**src/rtl/trp_pkg.sv**
```systemverilog
package trp_pkg;
  localparam int IR_W   = 4;
  localparam int DATA_W = 32;
  localparam int ADDR_W = 7;
  localparam int DR_W   = DATA_W + ADDR_W + 1;

  localparam logic [IR_W-1:0] IR_ACCESS  = 4'hC;
  localparam logic [IR_W-1:0] IR_CHAIN   = 4'h2;
  localparam logic [IR_W-1:0] IR_BYPASS  = 4'hF;
  localparam logic [IR_W-1:0] IR_CAP_VAL = 4'b0001;

  localparam logic [ADDR_W-1:0] A_IDENT   = 7'd0;
  localparam logic [ADDR_W-1:0] A_DEPTH   = 7'd1;
  localparam logic [ADDR_W-1:0] A_WIDTH   = 7'd2;
  localparam logic [ADDR_W-1:0] A_STATUS  = 7'd3;
  localparam logic [ADDR_W-1:0] A_RAMWIN  = 7'd4;
  localparam logic [ADDR_W-1:0] A_RDPTR   = 7'd5;
  localparam logic [ADDR_W-1:0] A_WRPTR   = 7'd6;
  localparam logic [ADDR_W-1:0] A_TRIG    = 7'd7;
  localparam logic [ADDR_W-1:0] A_CTRL    = 7'd8;

  typedef struct packed {
    logic              is_write;
    logic [ADDR_W-1:0] addr;
    logic [DATA_W-1:0] data;
  } acc_word_t;

  typedef enum logic [1:0] {
    SEL_BYPASS = 2'd0,
    SEL_ACCESS = 2'd1,
    SEL_CHAIN  = 2'd2
  } dr_sel_e;
endpackage

```
**src/rtl/trp_ir_ctrl.sv**
```systemverilog
module trp_ir_ctrl
  import trp_pkg::*;
(
  input  logic            clk,
  input  logic            rst_n,
  input  logic            capture_ir,
  input  logic            shift_ir,
  input  logic            update_ir,
  input  logic            tdi,
  output logic            ir_tdo,
  output dr_sel_e         dr_sel
);
  logic [IR_W-1:0] sh_q, sh_d;
  logic [IR_W-1:0] ir_q, ir_d;

  always_comb begin
    sh_d = sh_q;
    if (capture_ir)    sh_d = IR_CAP_VAL;
    else if (shift_ir) sh_d = {tdi, sh_q[IR_W-1:1]};
  end

  always_comb begin
    ir_d = ir_q;
    if (update_ir) ir_d = sh_q;
  end

  always_ff @(posedge clk or negedge rst_n) begin
    if (!rst_n) begin
      sh_q <= IR_CAP_VAL;
      ir_q <= IR_BYPASS;
    end else begin
      sh_q <= sh_d;
      ir_q <= ir_d;
    end
  end

  always_comb begin
    case (ir_q)
      IR_ACCESS: dr_sel = SEL_ACCESS;
      IR_CHAIN:  dr_sel = SEL_CHAIN;
      default:   dr_sel = SEL_BYPASS;
    endcase
  end

  assign ir_tdo = sh_q[0];

  AST_IR_CAPTURE: assert property (@(posedge clk) disable iff (!rst_n)
    capture_ir |=> sh_q == IR_CAP_VAL);
  AST_IR_UPDATE: assert property (@(posedge clk) disable iff (!rst_n)
    (update_ir && !capture_ir && !shift_ir) |=> ir_q == $past(sh_q));
endmodule

```
**src/rtl/trp_scan_path.sv**
```systemverilog
module trp_scan_path
  import trp_pkg::*;
#(
  parameter int CHAIN_W = 4
) (
  input  logic              clk,
  input  logic              rst_n,
  input  logic              capture_dr,
  input  logic              shift_dr,
  input  logic              update_dr,
  input  logic              tdi,
  input  dr_sel_e           dr_sel,
  input  logic [DATA_W-1:0] rd_result,
  output logic              dr_tdo,
  output logic              acc_valid,
  output acc_word_t         acc_word
);
  localparam logic [CHAIN_W-1:0] CHAIN_REG = '0;

  logic [DR_W-1:0]    acc_q, acc_d;
  logic [CHAIN_W-1:0] csh_q, csh_d;
  logic [CHAIN_W-1:0] chain_q, chain_d;
  logic               byp_q, byp_d;
  logic               sel_acc, sel_chn, sel_byp, chain_ok;

  assign sel_acc  = (dr_sel == SEL_ACCESS);
  assign sel_chn  = (dr_sel == SEL_CHAIN);
  assign sel_byp  = (dr_sel == SEL_BYPASS);
  assign chain_ok = (chain_q == CHAIN_REG);

  always_comb begin
    acc_d = acc_q;
    if (sel_acc && capture_dr) begin
      acc_d = chain_ok ? {{(ADDR_W+1){1'b0}}, rd_result} : '0;
    end else if (sel_acc && shift_dr) begin
      acc_d = {tdi, acc_q[DR_W-1:1]};
    end
  end

  always_comb begin
    csh_d   = csh_q;
    chain_d = chain_q;
    if (sel_chn && capture_dr)    csh_d = chain_q;
    else if (sel_chn && shift_dr) csh_d = {tdi, csh_q[CHAIN_W-1:1]};
    if (sel_chn && update_dr)     chain_d = csh_q;
  end

  always_comb begin
    byp_d = byp_q;
    if (sel_byp && capture_dr)    byp_d = 1'b0;
    else if (sel_byp && shift_dr) byp_d = tdi;
  end

  always_ff @(posedge clk or negedge rst_n) begin
    if (!rst_n) begin
      acc_q   <= '0;
      csh_q   <= '0;
      chain_q <= '0;
      byp_q   <= 1'b0;
    end else begin
      acc_q   <= acc_d;
      csh_q   <= csh_d;
      chain_q <= chain_d;
      byp_q   <= byp_d;
    end
  end

  always_comb begin
    case (dr_sel)
      SEL_ACCESS: dr_tdo = acc_q[0];
      SEL_CHAIN:  dr_tdo = csh_q[0];
      default:    dr_tdo = byp_q;
    endcase
  end

  assign acc_valid = update_dr && sel_acc && chain_ok;
  assign acc_word  = acc_word_t'(acc_q);

  AST_CAPTURE_FIELDS: assert property (@(posedge clk) disable iff (!rst_n)
    (capture_dr && sel_acc) |=> acc_q[DR_W-1:DATA_W] == '0);
  AST_CHAIN_BLOCKS: assert property (@(posedge clk) disable iff (!rst_n)
    (capture_dr && sel_acc && !chain_ok) |=> acc_q == '0);
  AST_BYPASS_CAPTURE: assert property (@(posedge clk) disable iff (!rst_n)
    (capture_dr && sel_byp) |=> byp_q == 1'b0);
  AST_ACC_SHIFT: assert property (@(posedge clk) disable iff (!rst_n)
    (shift_dr && sel_acc && !capture_dr) |=> acc_q[DR_W-2:0] == $past(acc_q[DR_W-1:1]));
endmodule

```
**src/rtl/trp_reg_bank.sv**
```systemverilog
module trp_reg_bank
  import trp_pkg::*;
#(
  parameter logic [DATA_W-1:0] ID_VALUE  = 32'h1B2C_0001,
  parameter int                RAM_DEPTH = 16,
  parameter int                CTRL_W    = 2,
  parameter int                STAT_W    = 4
) (
  input  logic                         clk,
  input  logic                         rst_n,
  input  logic                         acc_valid,
  input  acc_word_t                    acc_word,
  input  logic [STAT_W-1:0]            status_i,
  input  logic [DATA_W-1:0]            ram_rdata_i,
  output logic [DATA_W-1:0]            rd_result,
  output logic [$clog2(RAM_DEPTH)-1:0] rd_ptr_o,
  output logic [$clog2(RAM_DEPTH)-1:0] wr_ptr_o,
  output logic [$clog2(RAM_DEPTH)-1:0] trig_o,
  output logic [CTRL_W-1:0]            ctrl_o
);
  localparam int PTR_W = $clog2(RAM_DEPTH);
  localparam logic [PTR_W-1:0] PTR_LAST = PTR_W'(RAM_DEPTH - 1);

  logic [PTR_W-1:0]  rdp_q, rdp_d, wrp_q, wrp_d, trig_q, trig_d;
  logic [CTRL_W-1:0] ctrl_q, ctrl_d;
  logic [DATA_W-1:0] res_q, res_d, rd_mux;
  logic              do_wr, do_rd;

  assign do_wr = acc_valid && acc_word.is_write;
  assign do_rd = acc_valid && !acc_word.is_write;

  always_comb begin
    case (acc_word.addr)
      A_IDENT:  rd_mux = ID_VALUE;
      A_DEPTH:  rd_mux = DATA_W'(RAM_DEPTH);
      A_WIDTH:  rd_mux = DATA_W'(DATA_W);
      A_STATUS: rd_mux = DATA_W'(status_i);
      A_RAMWIN: rd_mux = ram_rdata_i;
      A_RDPTR:  rd_mux = DATA_W'(rdp_q);
      A_WRPTR:  rd_mux = DATA_W'(wrp_q);
      A_TRIG:   rd_mux = DATA_W'(trig_q);
      A_CTRL:   rd_mux = DATA_W'(ctrl_q);
      default:  rd_mux = '0;
    endcase
  end

  always_comb begin
    res_d  = res_q;
    rdp_d  = rdp_q;
    wrp_d  = wrp_q;
    trig_d = trig_q;
    ctrl_d = ctrl_q;
    if (do_rd) begin
      res_d = rd_mux;
      if (acc_word.addr == A_RAMWIN) begin
        rdp_d = (rdp_q == PTR_LAST) ? '0 : rdp_q + 1'b1;
      end
    end
    if (do_wr) begin
      case (acc_word.addr)
        A_RDPTR: rdp_d  = acc_word.data[PTR_W-1:0];
        A_WRPTR: wrp_d  = acc_word.data[PTR_W-1:0];
        A_TRIG:  trig_d = acc_word.data[PTR_W-1:0];
        A_CTRL:  ctrl_d = acc_word.data[CTRL_W-1:0];
        default: ;
      endcase
    end
  end

  always_ff @(posedge clk or negedge rst_n) begin
    if (!rst_n) begin
      res_q  <= '0;
      rdp_q  <= '0;
      wrp_q  <= '0;
      trig_q <= '0;
      ctrl_q <= '0;
    end else begin
      res_q  <= res_d;
      rdp_q  <= rdp_d;
      wrp_q  <= wrp_d;
      trig_q <= trig_d;
      ctrl_q <= ctrl_d;
    end
  end

  assign rd_result = res_q;
  assign rd_ptr_o  = rdp_q;
  assign wr_ptr_o  = wrp_q;
  assign trig_o    = trig_q;
  assign ctrl_o    = ctrl_q;

  AST_PTR_STEP: assert property (@(posedge clk) disable iff (!rst_n)
    (do_rd && acc_word.addr == A_RAMWIN) |=>
      rdp_q == (($past(rdp_q) == PTR_LAST) ? '0 : $past(rdp_q) + 1'b1));
  AST_IDENT_CLEAN: assert property (@(posedge clk) disable iff (!rst_n)
    (do_rd && acc_word.addr == A_IDENT) |=> (res_q == ID_VALUE) && $stable(rdp_q));
  AST_RO_WRITE_IGNORED: assert property (@(posedge clk) disable iff (!rst_n)
    (do_wr && (acc_word.addr <= A_RAMWIN || acc_word.addr > A_CTRL)) |=>
      $stable({rdp_q, wrp_q, trig_q, ctrl_q}));
  AST_UNMAPPED_ZERO: assert property (@(posedge clk) disable iff (!rst_n)
    (do_rd && acc_word.addr > A_CTRL) |=> res_q == '0);
  AST_WRITE_KEEPS_RESULT: assert property (@(posedge clk) disable iff (!rst_n)
    (do_wr || !acc_valid) |=> $stable(res_q));
endmodule

```
**src/rtl/trace_reg_port.sv**
```systemverilog
module trace_reg_port
  import trp_pkg::*;
#(
  parameter logic [31:0] ID_VALUE  = 32'h1B2C_0001,
  parameter int          RAM_DEPTH = 16,
  parameter int          CHAIN_W   = 4,
  parameter int          CTRL_W    = 2,
  parameter int          STAT_W    = 4
) (
  input  logic                         clk,
  input  logic                         rst_n,
  input  logic                         capture_ir,
  input  logic                         shift_ir,
  input  logic                         update_ir,
  input  logic                         capture_dr,
  input  logic                         shift_dr,
  input  logic                         update_dr,
  input  logic                         tdi,
  output logic                         tdo,
  input  logic [STAT_W-1:0]            status_i,
  input  logic [31:0]                  ram_rdata_i,
  output logic [$clog2(RAM_DEPTH)-1:0] ram_addr_o,
  output logic [$clog2(RAM_DEPTH)-1:0] wr_ptr_o,
  output logic [$clog2(RAM_DEPTH)-1:0] trig_cnt_o,
  output logic [CTRL_W-1:0]            ctrl_o
);
  dr_sel_e           dr_sel;
  logic              ir_tdo, dr_tdo, acc_valid;
  acc_word_t         acc_word;
  logic [DATA_W-1:0] rd_result;

  trp_ir_ctrl u_ir (
    .clk        (clk),
    .rst_n      (rst_n),
    .capture_ir (capture_ir),
    .shift_ir   (shift_ir),
    .update_ir  (update_ir),
    .tdi        (tdi),
    .ir_tdo     (ir_tdo),
    .dr_sel     (dr_sel)
  );

  trp_scan_path #(.CHAIN_W(CHAIN_W)) u_scan (
    .clk        (clk),
    .rst_n      (rst_n),
    .capture_dr (capture_dr),
    .shift_dr   (shift_dr),
    .update_dr  (update_dr),
    .tdi        (tdi),
    .dr_sel     (dr_sel),
    .rd_result  (rd_result),
    .dr_tdo     (dr_tdo),
    .acc_valid  (acc_valid),
    .acc_word   (acc_word)
  );

  trp_reg_bank #(
    .ID_VALUE  (ID_VALUE),
    .RAM_DEPTH (RAM_DEPTH),
    .CTRL_W    (CTRL_W),
    .STAT_W    (STAT_W)
  ) u_regs (
    .clk         (clk),
    .rst_n       (rst_n),
    .acc_valid   (acc_valid),
    .acc_word    (acc_word),
    .status_i    (status_i),
    .ram_rdata_i (ram_rdata_i),
    .rd_result   (rd_result),
    .rd_ptr_o    (ram_addr_o),
    .wr_ptr_o    (wr_ptr_o),
    .trig_o      (trig_cnt_o),
    .ctrl_o      (ctrl_o)
  );

  always_comb begin
    if (shift_ir)      tdo = ir_tdo;
    else if (shift_dr) tdo = dr_tdo;
    else               tdo = 1'b0;
  end

  AST_TDO_QUIET: assert property (@(posedge clk) disable iff (!rst_n)
    !(shift_ir || shift_dr) |-> tdo == 1'b0);
  AST_WRITE_VISIBLE: assert property (@(posedge clk) disable iff (!rst_n)
    (acc_valid && acc_word.is_write && acc_word.addr == A_TRIG) |=>
      trig_cnt_o == $past(acc_word.data[$clog2(RAM_DEPTH)-1:0]));
endmodule

```
**config.mk**
```make
export PLATFORM = sky130hd
export DESIGN_NAME = trace_reg_port
export DESIGN_NICKNAME = d
export VERILOG_FILES = /design/src/rtl/trp_pkg.sv /design/src/rtl/trp_ir_ctrl.sv /design/src/rtl/trp_scan_path.sv /design/src/rtl/trp_reg_bank.sv /design/src/rtl/trace_reg_port.sv
export SDC_FILE = /design/constraint.sdc
export NUM_CORES = 1
export LEC_CHECK = 0
export BUFFER_PORTS_ARGS = -buffer_cell sky130_fd_sc_hd__buf_2
export CELL_PAD_IN_SITES_DETAIL_PLACEMENT = 0
export CELL_PAD_IN_SITES_GLOBAL_PLACEMENT = 1
export CORE_MARGIN = 5
export CORE_UTILIZATION = 49
export CTS_CLUSTER_DIAMETER = 200
export DETAILED_ROUTE_END_ITERATION = 7
export GPL_TIMING_DRIVEN = 0
export HOLD_SLACK_MARGIN = 0.12
export PLACE_DENSITY = 0.82
export SLEW_MARGIN = 15
export SYNTH_ARGS = -nofsm -noshare
export SYNTH_HDL_FRONTEND = slang
export SYNTH_SLANG_ARGS = --single-unit
```
**constraint.sdc**
```tcl
create_clock -name clk -period 5.7 [get_ports clk]
set_clock_uncertainty 0.2 [all_clocks]
set_input_delay 0.855 -clock clk [delete_from_list [all_inputs] [get_ports clk]]
set_output_delay 0.855 -clock clk [all_outputs]
set_load 0.02 [all_outputs]
```
Word level (Yosys, flattened, before mapping)
Index checks and enable logic that the tools add are counted.
- memory bits (read-only): 0
- bits in writable memories: 0
- memories kept: 0
- bits of input ports: 45
- flip-flop bits (word level): 103
- bits in latches: 0
- logic and storage cells: 66
- reductions and logical operators: 22
- divide/modulo/power cells: 0
- multipliers: 0
- bitwise gates (word level): 0
- equal/unequal tests: 13
- magnitude comparators: 0
- muxes and demuxes: 19
- $add $sub $neg: 1
- shift-type cells: 0
- operators by type and width (cell ; count):
    $pmux 32 s9 ; 1
    $mux 40 ; 2
    $mux 4 ; 9
    $mux 32 ; 1
    $eq 7x3->1 const B ; 4
    $eq 7x2->1 const B ; 2
    $logic_and 1x1->1 ; 11
    $eq 4x4->1 const B ; 2
    $reduce_bool 2->1 ; 4
    $eq 7x1->1 const B ; 1
    $eq 7x4->1 const B ; 1
    $logic_not 7->1 ; 1
    $reduce_and 2->1 ; 3
    $add 4x1->4 const B ; 1
    $eq 4x2->1 const B ; 1
    $logic_not 4->1 ; 1
    $mux 1 ; 4
    $pmux 2 s2 ; 1
    $eq 2x1->1 const B ; 1
    $eq 2x2->1 const B ; 1
    $logic_not 2->1 ; 1
    $pmux 1 s2 ; 1
    $logic_not 1->1 ; 1

Longest topological paths before layout
- depth after elaboration: 9
- depth in mapped cells: 10

Modules after synthesis
From an unflattened synthesis, not the netlist that was laid out.
- cells, all modules: 457
- area total of the unflattened synthesis: 4989.8 µm²
- by module, submodules not included (module ; area each (µm²) ; instances ; seq. area each (µm²) ; cells an instance):
    trp_scan_path ; 2548.7 ; 1 ; 1226.2 ; 263
    trp_reg_bank ; 2089.5 ; 1 ; 1151.1 ; 167
    trp_ir_ctrl ; 339.1 ; 1 ; 206.4 ; 24
    trace_reg_port ; 12.5 ; 1 ; 0.0 ; 3

Worst setup path after synthesis
Ideal clock, no wire load.
- path kind: flip-flop to output port
- start: register u_ir.ir_q[1]
- end: output port tdo
- path slack: 2.462 ns
- buffers on the path: 0
- stages on the path, launching flop included: 8
- arrival: 2.183 ns
- cells stage by stage: dfstp_2 or4b_2 inv_1 ha_1 a221oi_1 a21oi_1 nand2_1 o21ai_0
- cells in the longest elaborated chain, start to end: 6
- ends and longest elaborated chain (what ; line ; text):
    start: declaration ; trp_ir_ctrl.sv:14 ; logic [IR_W-1:0] ir_q, ir_d;
    start signal: assignment ; trp_ir_ctrl.sv:33 ; ir_q <= ir_d;
    $eq 4x2->1 / $eq 4x4->1 (equally long branches) ; trp_ir_ctrl.sv:38 ; case (ir_q)
    $pmux 2 s2 * ; trp_ir_ctrl.sv:38 ;
    $eq 2x2->1 / $eq 2x1->1 (equally long branches) ; trp_scan_path.sv:69 ; case (dr_sel)
    $pmux 1 s2 * ; trp_scan_path.sv:69 ;
    $mux 1 * ; trace_reg_port.sv:78 ; else if (shift_dr) tdo = dr_tdo;
    $mux 1 * ; trace_reg_port.sv:77 ; if (shift_ir) tdo = ir_tdo;
    end: declaration ; trace_reg_port.sv:19 ; output logic tdo,
Mark *: on every way between the ends. The rest lies on a longest branch, timed or not.

Worst setup path after layout
Ends and elaborated chain as after synthesis.

==> impl_metrics.py <==
metrics = {
    "clocking": {
        "cts_root_buffer": "clkbuf_8",
        "h-tree-depth": 3,
        "post_cts_buffers": 0,
        "clk_pin_slew_worst_paths_ps": 100,
        "cts_tree": "yes",
        "ctsResizeCount": 0,
        "cts_max_path_buffers": 2,
        "holdBufCountCts": 0,
        "clk_latency_ps": 370,
        "numCtsBuffers": 9,
        "cts_sinks": 103,
    },
    "timing": {
        "fin_crit_ps": 3610,
        "fmaxAchievable_ghz": 0.277,
        "rsz0062_at_grt": "no",
        "tightest_slew_ps": 706,
        "finalHoldViolCount": 0,
        "whs_ps": 156,
        "post-route-period-util_pct": 63.3,
        "finalSetupTns_ps": 0,
        "slew_violations": 0,
        "relSlewSlack_pct": 52.5,
        "setup_viol": 0,
    },
    "yosys": {
        "synth_cell_types": 49,
        "ys.flop_type": "dfrtp_1",
        "synth_cells": 475,
        "ys_warn_count": 0,
        "synth-seq-cells": 103,
        "synthesis.nets": 524,
        "synth.avg_cell_area_um2": 10.2,
        "synth-edff-count": 0,
        "synth_area_um2": 4860,
        "async_reset_ff_share_pct": 100,
        "ys_seq_area_share_pct": 53.2,
    },
    "final_layout": {
        "fillers": 940,
        "area_growth_pct": 14.8,
        "drive_above_1_share_pct": 20.4,
        "fin_util_pct": 57.3,
        "layout_common_cells": "dfrtp_1 (98), nand2_1 (80), buf_2 (58)",
        "layout_commonest_cell": "dfrtp_1",
        "num_antenna_cells": 0,
        "final_nets": 593,
    },
    "detailed_routing": {
        "routed_wl_mm": 11.7,
        "drt-wirelength-per-cell_um": 17.2,
        "vias_per_cell": 5.59,
        "antenna_left": 0,
        "dr_total_vias": 3812,
        "drt_iter0_markers": 202,
        "drc_errors": 0,
        "dr.pass1.iters": 4,
    },
    "floorplanning": {
        "core_um2": 9730,
        "dieArea_um2": 12000,
        "core.rowCount": 36,
        "initial_core_util_pct": 49.9,
        "die_y_um": 110,
        "die_w_um": 110,
        "io_pins": 60,
    },
    "job": {
        "drv_cap": 0,
    },
    "power": {
        "seq_power_share_pct": 55.7,
        "peakVddDrop_mv": 0.155,
        "leakagePower_nw": 2.59,
        "power.density_nw_per_um2": 245,
        "switching_share_pct": 22.8,
        "p_clk_share_pct": 38.7,
        "p_int_w": 0.00105,
        "comb_power_share_pct": 5.5,
        "p_switching_w": 0.000311,
    },
    "placed_design": {
        "port_buffers": 57,
        "place.gp.congestion": 0.847,
        "hpwl_mm": 8.31,
    },
    "global_route": {
        "grt_pass1_wl_mm": 19.5,
        "grt_pass1_vias": 3785,
        "grt_usage_pct": 21.0,
        "antenna_found_initial": 0,
        "grt_max_degree": 71,
        "overflow": 0,
    },
    "setup_path": {
        "arrival_ps": 2550,
        "crit_fanout": 7,
        "crit_required_ps": 4640,
        "cp-start-kind": "flop",
        "path_class": "reg2out",
        "end_kind": "output pin",
    },
    "run_status": {
        "outcome": "completed",
    },
    "worst_hold_path": {
        "hold_path.class": "in2async",
    },
}
==> Yosys cell counts, types with 5 or more instances <==
library cell,instances,share of area [%]
nand2_1,80,6.2
nand3b_1,6,0.93
dfrtp_1,98,50
mux2_2,19,4.4
nor2b_1,37,4.8
mux2i_1,7,1.4
a21oi_1,14,1.4
a31oi_1,34,4.4
a22o_1,23,4.1
nand2b_1,10,1.3
clkbuf_1,26,2.0
o21ai_0,46,4.7
nor2_1,9,0.70
dfstp_2,5,2.7
==> cell families after synthesis <==
| family | Yosys count | synth area share [%] |
|---|---|---|
| AOI/OAI and AO/OA | 129 | 16.6 |
| xor gates and xnor gates | 1 | 0.180 |
| adders and majority gates | 4 | 1.03 |
| buffers and inverters | 37 | 3.30 |
| DFF | 103 | 53.2 |
| muxes | 29 | 7.24 |
| and+or+nand+nor | 172 | 18.5 |
==> per-stage QoR <==
step	power, W	instances	setup WS, ps	area, µm²
floorplan	0.000806	475	2460	4860
global placement	0.000848	665	2430	5310
detailed placement	0.000853	666	2470	5340
CTS	0.00138	682	2050	5580
global route	0.00142	682	1910	5580
finish	0.00137	682	2090	5580
==> flip-flops by register name, indices dropped and copies added (netlist names), 4 cells and up <==
signal	flops
u_regs.rd_ptr_o	4
u_scan.acc_word	40
u_ir.ir_q	4
u_regs.trig_o	4
u_scan.csh_q	4
u_regs.wr_ptr_o	4
u_scan.chain_q	4
u_regs.rd_result	32
u_ir.sh_q	4
==> power by group through the flow <==
stage / Sequential [W] / Clock, W / Combinational [W]
CTS: 0.000761 / 0.000537 / 0.0000777
global route: 0.000764 / 0.000568 / 0.0000865
global placement: 0.000775 / 0 / 0.0000733
finish: 0.000761 / 0.000529 / 0.0000757
detailed placement: 0.000775 / 0 / 0.0000776
floorplan: 0.000771 / 0 / 0.0000349
==> path summary, 6_finish.rpt <==
| check | endpoint | cells past startpoint | slack [ps] | startpoint |
|---|---|---|---|---|
| max | tdo | 8 | 2090 | u_ir.ir_q[1] |
| max in group asynchronous | u_ir.ir_q[2] | 2 | 4450 | rst_n |
| max reg2reg | u_regs.rd_ptr_o[2] | 7 | 2720 | u_ir.ir_q[1] |
| min in group clk | u_scan.acc_word[24] | 2 | 280 | u_scan.acc_word[24] |
| min | u_scan.acc_word[6] | 1 | 160 | rst_n |
| min reg2reg | u_scan.acc_word[24] | 2 | 280 | u_scan.acc_word[24] |
==> final cells by class <==
type | instances | area (µm²) | share of cell area (%)
plain buffers | 33 | 145 | 2.60
clock buffers | 12 | 155 | 2.78
clock inverters | 4 | 77.6 | 1.39
inverters | 4 | 15.0 | 0.269
multi-input cells | 335 | 2110 | 37.9
flip-flops and latches | 103 | 2580 | 46.3
well taps | 133 | 166 | 2.98
repair buffers | 58 | 319 | 5.72
==> per-layer routing <==
metal | vias up | part of all wire (%) | global-route usage [%]
li1 | 1826 | - | -
met4 | 0 | 1.2 | 5.16
met2 | 69 | 48 | 33.6
met3 | 13 | 3.5 | 4.29
met5 | - | 0 | 0
met1 | 1904 | 47 | 29.4
==> critical path, stage by stage (launching register included) <==
cell,delay [ps]
dfstp_2,550
or4b_2,640
inv_1,90
ha_1,280
a221oi_1,120
a21oi_1,130
nand2_1,60
o21ai_0,150
buf_2,180
Note: power is estimated with default switching activity, not from simulation.
